--- src/rtl/rdo_pkg.sv ---
package rdo_pkg;
  typedef enum logic [2:0] {
    ST_IDLE,
    ST_SETTLE,
    ST_SAMPLE,
    ST_CS_HI,
    ST_CS_LO,
    ST_WRITE,
    ST_RS_HI,
    ST_RS_LO
  } rdo_state_e;
endpackage

--- src/rtl/rdo_settle_timer.sv ---
module rdo_settle_timer #(
  parameter int unsigned LIM = 3
) (
  input  logic clk_i,
  input  logic rst_ni,
  input  logic run_i,
  output logic done_o
);
  localparam int unsigned CW = $clog2(LIM + 1);

  logic [CW-1:0] cnt_q;

  always_ff @(posedge clk_i or negedge rst_ni) begin
    if (!rst_ni)     cnt_q <= '0;
    else if (!run_i) cnt_q <= '0;
    else             cnt_q <= cnt_q + 1'b1;
  end

  assign done_o = run_i && (cnt_q == CW'(LIM - 1));


  settle_bound_chk: assert property (@(posedge clk_i) disable iff (!rst_ni)
    run_i |-> (32'(cnt_q) < LIM));
endmodule

--- src/rtl/rdo_position.sv ---
module rdo_position #(
  parameter int unsigned COLS    = 32,
  parameter int unsigned ROWS    = 32,
  parameter int unsigned SAMPLES = 256,
  parameter int unsigned ADDR_W  = 13
) (
  input  logic                        clk_i,
  input  logic                        rst_ni,
  input  logic                        clear_i,
  input  logic                        col_step_i,
  input  logic                        row_step_i,
  input  logic                        wr_i,
  output logic [$clog2(COLS)-1:0]     col_o,
  output logic                        col_first_o,
  output logic                        col_last_o,
  output logic                        row_first_o,
  output logic                        row_last_o,
  output logic                        pass_last_o,
  output logic [ADDR_W-1:0]           addr_o
);
  localparam int unsigned CW    = $clog2(COLS);
  localparam int unsigned RW    = $clog2(ROWS);
  localparam int unsigned PW    = (SAMPLES > 1) ? $clog2(SAMPLES) : 1;
  localparam int unsigned TOTAL = SAMPLES * ROWS;

  logic [CW-1:0]     col_q;
  logic [RW-1:0]     row_q;
  logic [PW-1:0]     pass_q;
  logic [ADDR_W-1:0] addr_q;

  assign col_first_o = (col_q == '0);
  assign col_last_o  = (col_q == CW'(COLS - 1));
  assign row_first_o = (row_q == '0);
  assign row_last_o  = (row_q == RW'(ROWS - 1));
  assign pass_last_o = (pass_q == PW'(SAMPLES - 1));

  always_ff @(posedge clk_i or negedge rst_ni) begin
    if (!rst_ni) begin
      col_q <= '0;
    end else if (clear_i) begin
      col_q <= '0;
    end else if (col_step_i) begin
      col_q <= col_last_o ? '0 : col_q + 1'b1;
    end
  end

  always_ff @(posedge clk_i or negedge rst_ni) begin
    if (!rst_ni) begin
      row_q  <= '0;
      pass_q <= '0;
    end else if (clear_i) begin
      row_q  <= '0;
      pass_q <= '0;
    end else if (row_step_i) begin
      if (row_last_o) begin
        row_q  <= '0;
        pass_q <= pass_q + 1'b1;
      end else begin
        row_q  <= row_q + 1'b1;
      end
    end
  end

  // address walks sequentially: equals pass*ROWS + row
  always_ff @(posedge clk_i or negedge rst_ni) begin
    if (!rst_ni)      addr_q <= '0;
    else if (clear_i) addr_q <= '0;
    else if (wr_i)    addr_q <= addr_q + 1'b1;
  end

  assign col_o  = col_q;
  assign addr_o = addr_q;


  addr_range_chk: assert property (@(posedge clk_i) disable iff (!rst_ni)
    wr_i |-> (32'(addr_q) < TOTAL));

  col_step_chk: assert property (@(posedge clk_i) disable iff (!rst_ni)
    (col_step_i && !clear_i) |=> (col_q != $past(col_q)));
endmodule

--- src/rtl/rdo_row_packer.sv ---
module rdo_row_packer #(
  parameter int unsigned COLS = 32
) (
  input  logic                    clk_i,
  input  logic                    rst_ni,
  input  logic                    cap_i,
  input  logic [$clog2(COLS)-1:0] idx_i,
  input  logic                    bit_i,
  output logic [COLS-1:0]         word_o
);
  logic [COLS-1:0] word_q;

  always_ff @(posedge clk_i or negedge rst_ni) begin
    if (!rst_ni)    word_q <= '0;
    else if (cap_i) word_q[idx_i] <= bit_i;
  end

  assign word_o = word_q;


  word_hold_chk: assert property (@(posedge clk_i) disable iff (!rst_ni)
    !cap_i |=> $stable(word_q));

  cap_idx_chk: assert property (@(posedge clk_i) disable iff (!rst_ni)
    cap_i |-> (32'(idx_i) < COLS));
endmodule

--- src/rtl/pixel_raster_seq.sv ---
module pixel_raster_seq
  import rdo_pkg::*;
#(
  parameter int unsigned COLS       = 32,
  parameter int unsigned ROWS       = 32,
  parameter int unsigned SAMPLES    = 256,
  parameter int unsigned SETTLE_CYC = 3,
  parameter int unsigned ADDR_W     = $clog2(SAMPLES * ROWS)
) (
  input  logic              clk_i,
  input  logic              rst_ni,
  input  logic              start_i,
  input  logic              comp_i,
  output logic              col_d_o,
  output logic              col_clk_o,
  output logic              row_d_o,
  output logic              row_clk_o,
  output logic              valid_o,
  output logic              mem_we_o,
  output logic [ADDR_W-1:0] mem_addr_o,
  output logic [COLS-1:0]   mem_wdata_o
);
  localparam int unsigned CW = $clog2(COLS);

  rdo_state_e state_q, state_d;

  logic          settle_done;
  logic          clear;
  logic [CW-1:0] col_idx;
  logic          col_first, col_last, row_first, row_last, pass_last;

  assign clear = (state_q == ST_IDLE) && start_i;

  rdo_settle_timer #(.LIM(SETTLE_CYC)) i_timer (
    .clk_i  (clk_i),
    .rst_ni (rst_ni),
    .run_i  (state_q == ST_SETTLE),
    .done_o (settle_done)
  );

  rdo_position #(
    .COLS(COLS), .ROWS(ROWS), .SAMPLES(SAMPLES), .ADDR_W(ADDR_W)
  ) i_pos (
    .clk_i       (clk_i),
    .rst_ni      (rst_ni),
    .clear_i     (clear),
    .col_step_i  (state_q == ST_CS_LO),
    .row_step_i  (state_q == ST_RS_LO),
    .wr_i        (state_q == ST_WRITE),
    .col_o       (col_idx),
    .col_first_o (col_first),
    .col_last_o  (col_last),
    .row_first_o (row_first),
    .row_last_o  (row_last),
    .pass_last_o (pass_last),
    .addr_o      (mem_addr_o)
  );

  rdo_row_packer #(.COLS(COLS)) i_pack (
    .clk_i  (clk_i),
    .rst_ni (rst_ni),
    .cap_i  (state_q == ST_SAMPLE),
    .idx_i  (col_idx),
    .bit_i  (comp_i),
    .word_o (mem_wdata_o)
  );

  always_comb begin
    state_d = state_q;
    unique case (state_q)
      ST_IDLE:   if (start_i) state_d = ST_SETTLE;
      ST_SETTLE: if (settle_done) state_d = ST_SAMPLE;
      ST_SAMPLE: state_d = ST_CS_HI;
      ST_CS_HI:  state_d = ST_CS_LO;
      ST_CS_LO:  state_d = col_last ? ST_WRITE : ST_SETTLE;
      ST_WRITE:  state_d = ST_RS_HI;
      ST_RS_HI:  state_d = ST_RS_LO;
      ST_RS_LO:  state_d = (row_last && pass_last) ? ST_IDLE : ST_SETTLE;
      default:   state_d = ST_IDLE;
    endcase
  end

  always_ff @(posedge clk_i or negedge rst_ni) begin
    if (!rst_ni) state_q <= ST_IDLE;
    else         state_q <= state_d;
  end

  // column token: high for column 0; around a row clock it reloads column 0,
  // except after the last row where the row register is flushed
  always_comb begin
    unique case (state_q)
      ST_SETTLE, ST_SAMPLE, ST_CS_HI, ST_CS_LO: col_d_o = col_first;
      ST_WRITE, ST_RS_HI, ST_RS_LO:             col_d_o = !row_last;
      default:                                  col_d_o = 1'b0;
    endcase
  end

  assign row_d_o   = (state_q != ST_IDLE) && row_first;
  assign col_clk_o = (state_q == ST_CS_HI);
  assign row_clk_o = (state_q == ST_RS_HI);
  assign valid_o   = (state_q == ST_SAMPLE);
  assign mem_we_o  = (state_q == ST_WRITE);


  clk_excl_chk: assert property (@(posedge clk_i) disable iff (!rst_ni)
    !(col_clk_o && row_clk_o));

  col_pulse_chk: assert property (@(posedge clk_i) disable iff (!rst_ni)
    col_clk_o |=> !col_clk_o);

  row_pulse_chk: assert property (@(posedge clk_i) disable iff (!rst_ni)
    row_clk_o |=> !row_clk_o);

  col_setup_chk: assert property (@(posedge clk_i) disable iff (!rst_ni)
    col_clk_o |-> $stable(col_d_o));

  col_hold_chk: assert property (@(posedge clk_i) disable iff (!rst_ni)
    col_clk_o |=> $stable(col_d_o));

  row_hold_chk: assert property (@(posedge clk_i) disable iff (!rst_ni)
    row_clk_o |=> ($stable(row_d_o) && $stable(col_d_o)));

  settle_first_chk: assert property (@(posedge clk_i) disable iff (!rst_ni)
    valid_o |-> $past(state_q == ST_SETTLE));

  valid_strobe_chk: assert property (@(posedge clk_i) disable iff (!rst_ni)
    valid_o |=> !valid_o);

  idle_hold_chk: assert property (@(posedge clk_i) disable iff (!rst_ni)
    (state_q == ST_IDLE && !start_i) |=> (state_q == ST_IDLE));

  idle_quiet_chk: assert property (@(posedge clk_i) disable iff (!rst_ni)
    (state_q == ST_IDLE) |-> !(col_d_o || row_d_o || mem_we_o || valid_o));
endmodule

--- config.mk ---
export PLATFORM = sky130hd
export DESIGN_NAME = pixel_raster_seq
export DESIGN_NICKNAME = d
export VERILOG_FILES = /design/src/rtl/rdo_pkg.sv /design/src/rtl/rdo_settle_timer.sv /design/src/rtl/rdo_position.sv /design/src/rtl/rdo_row_packer.sv /design/src/rtl/pixel_raster_seq.sv
export SDC_FILE = /design/constraint.sdc
export NUM_CORES = 1
export LEC_CHECK = 0
export ABC_AREA = 1
export BUFFER_PORTS_ARGS = -buffer_cell sky130_fd_sc_hd__buf_2
export CORE_UTILIZATION = 30
export DETAILED_ROUTE_END_ITERATION = 8
export PLACE_DENSITY = 0.45
export SYNTH_ARGS = -nofsm -noshare
export SYNTH_HDL_FRONTEND = slang
export SYNTH_HIERARCHICAL = 1
export SYNTH_SLANG_ARGS = --single-unit
--- constraint.sdc ---
create_clock -name clk_i -period 5.2 [get_ports clk_i]
set_input_delay 0.26 -clock clk_i [delete_from_list [all_inputs] [get_ports clk_i]]
set_output_delay 0.26 -clock clk_i [all_outputs]
set_load 0.02 [all_outputs]
Word-level counts from Yosys, hierarchy flattened. Cells that the tools add are included.

Flip-flop bits (word level): 68. Input port bits: 4. Output and inout port bits: 51. Word-level logic and storage cells: 66.

$add $sub $neg: 5. $lt $le $gt $ge: 2. Equal/unequal tests: 13. Muxes and demuxes: 21. Reduce and logical (&&, ||, !) cells: 18.

Operators with widths (count): 32-bit bitwise mux (1); 5-bit 2-to-1 mux (6); 13-bit 2-to-1 mux (2); 8-bit 2-to-1 mux (3); 3-bit one-hot mux with 8 select lines (1); 13-bit by 1-bit adder with 13-bit output, second input constant (1); 3-bit equality test, second input constant (4); 5-bit by 1-bit adder with 5-bit output, second input constant (2); 5-bit equality test, second input constant (2); 5-bit zero test (2); 3-bit 2-to-1 mux (3); 8-bit by 1-bit adder with 8-bit output, second input constant (1); 8-bit equality test, second input constant (1); 2-bit nonzero test (4); 3-bit by 2-bit equality test with 1-bit output, second input constant (2); 5-bit by 6-bit less-than comparator with 1-bit output, second input constant (1); 1-bit demux with 5-bit select (1); 5-bit by 1-bit greater-or-equal comparator with 1-bit output, second input constant (1); 1-bit logical AND (5); 2-bit inequality test, second input constant (2); 2-bit AND reduction (2); 4-bit OR reduction (1); 3-bit by 1-bit equality test with 1-bit output, second input constant (1); 3-bit zero test (1); other kinds (8) (9).

Logic depth before layout (Yosys ltp).
Word-level depth: 5. Gate-level depth with buffers: 13. Gate-level depth less buffers: 12.

Hierarchy. Netlist, hierarchy kept.

Modules (own cells, without submodules): rdo_position (times used 1, cells each 211, area each 1700.4 sq um, seq. area each 775.7 sq um); rdo_row_packer (times used 1, cells each 191, area each 1522.7 sq um, seq. area each 800.8 sq um); pixel_raster_seq (times used 1, cells each 54, area each 337.8 sq um, seq. area each 75.1 sq um); rdo_settle_timer (times used 1, cells each 9, area each 85.1 sq um, seq. area each 50.0 sq um).

Worst setup path before layout. No wires, ideal clock.

Kind: flip-flop to flip-flop. Start point: reg state_q[1]. End point: reg i_pos.addr_q[9], in the netlist i_pos/addr_o[9]. Library setup time: 113 ps. Data arrival time: 1642 ps. Data required time: 5087 ps. Setup slack: 3445 ps. Stages on the path, launching flop included: 13. Buffers on the path: 1. Period minus slack after synthesis: 1755 ps. Cells stage by stage: dfrtp_1 -> inv_1 -> ha_1 -> nand2_1 -> inv_1 -> buf_4 -> nand2_2 -> nor2_4 -> nand2_4 -> o21ai_2 -> nand2_1 -> nand2_1 -> inv_1.

Elaborated cells on any way between the ends: 5. Those cells by class: eq/ne: 1; mux: 1; reduce/logical: 3.

RTL lines: start, declared (RTL line pixel_raster_seq.sv:25) `rdo_state_e state_q, state_d;`; start signal, assigned (RTL line pixel_raster_seq.sv:85) `else state_q <= state_d;`; 3-bit equality test; net mem_we_o (RTL line pixel_raster_seq.sv:19) `output logic mem_we_o,`; 2-bit nonzero test (no line); end signal, assigned (RTL line rdo_position.sv:68) `else if (wr_i) addr_q <= addr_q + 1'b1;`; end, declared (RTL line rdo_position.sv:29) `logic [ADDR_W-1:0] addr_q;`.

The timed path passes the listed nets, and every way through them passes these cells. A chain may end at the register's enable or synchronous reset.

Worst setup path in the final report.
Start point: reg state_q[0]. End point: reg i_pos.pass_q[6].

Cells in the longest elaborated chain, start to end: 4. Elaborated cells on any way between the ends: 7. Those cells by class: eq/ne: 1; mux: 1; reduce/logical: 5.

Ends and longest elaborated chain: 3-bit zero test * (RTL line pixel_raster_seq.sv:32) `assign clear = (state_q == ST_IDLE) && start_i;`; 1-bit logical AND * (RTL line pixel_raster_seq.sv:32); net clear (RTL line pixel_raster_seq.sv:28) `logic clear;`; 2-bit nonzero test (no line); 2-bit AND reduction (no line); end signal, assigned (RTL line rdo_position.sv:57) `pass_q <= pass_q + 1'b1;`; end, declared (RTL line rdo_position.sv:28) `logic [PW-1:0] pass_q;`.

Mark *: on every way through the listed nets, which the timed path passes. The rest lies on a longest branch.

==> results.py <==
metrics = {
    "status": {
        "status": "finished, violations left",
        "violations": "design-rule violations",
    },
    "clocking": {
        "cts_hold_buf": 0,
        "htreeDepth": 3,
        "cts_tree": "done",
        "clock-sinks": 68,
        "cts_made_buffers": 9,
        "clkSlewWorstSetupHoldPaths_ns": 0.05,
        "clk_root_buffer_cell": "clkbuf_16",
        "cts_setup_buffers": 0,
        "cts_resized": 0,
        "clk_latency_ns": 0.33,
        "cts_buffer_depth": 2,
    },
    "final_layout": {
        "n_fill_cell": 1217,
        "final-seq-area_mm2": 0.00170,
        "drive_gt1_share_pct": 20.6,
        "area_growth_pct": 17.7,
        "nets": 538,
        "multiInputGateArea_mm2": 0.00166,
        "antennaDiodeCount": 0,
    },
    "drt": {
        "drt_iter0_drc": 126,
        "wl_mm": 8.26,
        "antenna_left": 0,
        "avgRoutedWirePerCell_um": 12.4,
        "dr.pass1.iters": 6,
        "vias": 3006,
        "drc": 4,
        "vias_per_cell": 4.51,
    },
    "die": {
        "start_util_pct": 31.4,
        "die_area_mm2": 0.0126,
        "die_w_um": 112,
        "rows": 39,
        "core_mm2": 0.0116,
        "ios": 55,
        "die_h_um": 112,
    },
    "timing": {
        "tightestPinTransition_ns": 0.916,
        "setup_slack_ns": 2.86,
        "rsz0062_at_grt": "no",
        "finalSetupViolations": 0,
        "clock.fmax_mhz": 428,
        "maxSlewHeadroom_pct": 38.9,
        "final_hold_viol_count": 0,
        "period_share_pct": 44.9,
        "layout_min_cycle_time_ns": 2.34,
        "finalMaxSlewViolations": 0,
        "finalClockSkew_ns": 0.00602,
        "fin_tns_setup_ns": 0,
    },
    "global_routing": {
        "grt_pass1_vias": 2981,
        "grt_first_pass_wirelength_mm": 14.3,
        "overflow": 0,
        "antenna_found_initial": 0,
        "grt.total_usage_pct": 14.5,
        "grt_max_degree": 69,
    },
    "worst_setup_path": {
        "rrSetupSlack_ns": 2.86,
        "r2r_cells": 11,
        "critPathCaptureType": "register",
        "critPathArrivalTime_ns": 2.55,
        "worstSetupEndpoint": "i_pos/pass_q[6]$_DFFE_PN0P_",
        "start_kind": "register",
        "crit_path_start": "state_q[0]$_DFFE_PN0P_",
        "r2r_end": "i_pos/pass_q[6]$_DFFE_PN0P_",
        "rr_startpoint": "state_q[0]$_DFFE_PN0P_",
        "crit_type": "register to register",
        "required_ns": 5.42,
        "path_max_fanout": 24,
    },
    "power_and_ir_drop": {
        "p_leak_nw": 2.19,
        "peakVddDrop_uv": 275,
        "power.density_mw_per_mm2": 504,
    },
    "synth": {
        "synth_area_per_cell_um2": 7.84,
        "netlist_instances": 465,
        "ys_seq_area_share_pct": 46.7,
        "syn-num-nets": 482,
        "yosysUniqueCellTypes": 35,
        "synth_warnings": 6,
        "syn-cell-area_mm2": 0.00365,
        "synth_seq_cells": 68,
    },
    "place": {
        "io_buffers": 54,
        "dp_hpwl_mm": 5.66,
        "post-place-ws_ns": 2.90,
        "gp_congestion": 0.791,
    },
    "run": {
        "maxCapViolCount": 0,
    },
    "min_path": {
        "hold_path.class": "primary input to async pin",
    },
}
final cells by class:
class / count / share of cell area (%)
clock buffer: 11 / 5.66
multi-input combinational: 329 / 38.6
clock inverter: 3 / 0.350
inverter: 58 / 5.07
sequential: 68 / 39.7
tap: 143 / 4.17
timing repair buffer: 55 / 6.47
power breakdown:
group	total (mW)	internal, mW	leakage [nW]	switching [mW]
Sequential	0.795	0.672	0.795	0.123
Clock	0.543	0.327	0.131	0.216
Combinational	0.824	0.265	1.26	0.559
layer usage:
metal	global-route usage, %	wire, um
met1	18.3	4020
met2	23.3	3780
met3	5.18	357
met4	4.44	97
met5	0	0
worst max-delay path: stages (launching register included):
cell and delay (ns):
dfrtp_1 0.41, inv_1 0.11, ha_1 0.24, nand2_1 0.07
nor2_1 0.46, inv_2 0.38, nand2_8 0.21, nand2_4 0.07
nand2_1 0.08, nand2_1 0.06, o21ai_0 0.06, inv_1 0.06
flip-flops by register name, summed over array words and instances, names as in the netlist:
signal         count
i_pack/word_o     32
i_pos/addr_o      13
i_pos/col_o        5
i_pos/pass_q       8
i_pos/row_q        5
i_timer/cnt_q      2
state_q            3
metrics by stage:
stage | instance area [um^2] | power, mW | std cells | hold WS (ns) | util, %
global placement | 4030 | 1.63 | 653 | 0.412 | 34.7
global route | 4290 | 2.35 | 667 | 0.225 | 36.9
detailed placement | 4030 | 1.64 | 653 | 0.416 | 34.7
CTS | 4290 | 2.21 | 667 | 0.187 | 36.9
floorplan | 3650 | 1.39 | 465 | -0.0356 | -
finish | 4290 | 2.16 | 667 | 0.136 | 36.9
worst min-delay path by stage:
stage	from	end	slack, ns	cells past startpoint
after floorplan	rst_ni	i_pack/word_o[0]$_DFFE_PN0P_	-0.04	0
after global placement	i_timer/cnt_q[0]$_DFF_PN0_	i_timer/cnt_q[0]$_DFF_PN0_	0.41	1
after detailed placement	i_timer/cnt_q[0]$_DFF_PN0_	i_timer/cnt_q[0]$_DFF_PN0_	0.42	1
after CTS	rst_ni	state_q[2]$_DFFE_PN0P_	0.19	2
after global routing	rst_ni	i_pack/word_o[22]$_DFFE_PN0P_	0.23	2
final	rst_ni	i_pack/word_o[22]$_DFFE_PN0P_	0.14	2
placed cells by master (no fill, tap or decap), drive strengths merged, types with 2 or more instances in the layout:
| cell type | netlist | routed |
|---|---|---|
| nand2 | 167 | 167 |
| dfrtp | 68 | 68 |
| inv | 58 | 58 |
| buf | 7 | 55 |
| nor2 | 46 | 46 |
| nand3 | 45 | 45 |
| o21ai | 22 | 22 |
| ha | 13 | 13 |
| a21oi | 12 | 12 |
| clkbuf | 3 | 11 |
| nor3 | 8 | 8 |
| clkinv | 0 | 3 |
| nand4 | 2 | 2 |
| a31oi | 2 | 2 |
| xnor2 | 2 | 2 |
synth_stat cells (all sizes together):
library cell,count,area (um^2)
a21boi,1,7.51
nand3,45,240
nand4,2,12.5
inv,58,218
o21ai,22,121
nand2,167,686
or2,1,6.26
a21o,1,7.51
xnor2,2,17.5
nor2,46,233
nor4,1,6.26
a31oi,2,12.5
a21oi,12,60.1
nand3b,1,7.51
nor3b,1,7.51
buf,7,58.8
ha,13,163
o211ai,1,7.51
nor3,8,40.0
clkbuf,3,11.3
a211oi,1,7.51
o22ai,1,6.26
dfrtp,68,1700
o21bai,1,7.51
cell families (layout without fill, tap and decap cells):
| group | Yosys count | after routing | share of synthesized area, % |
|---|---|---|---|
| simple gates | 272 | 272 | 34.0 |
| flops | 68 | 68 | 46.7 |
| buf+inv | 68 | 127 | 7.89 |
| compound gates | 42 | 42 | 6.52 |
| fa+ha+maj | 13 | 13 | 4.46 |
| xor+xnor | 2 | 2 | 0.481 |
Note: power is estimated with default switching activity, not from simulation.
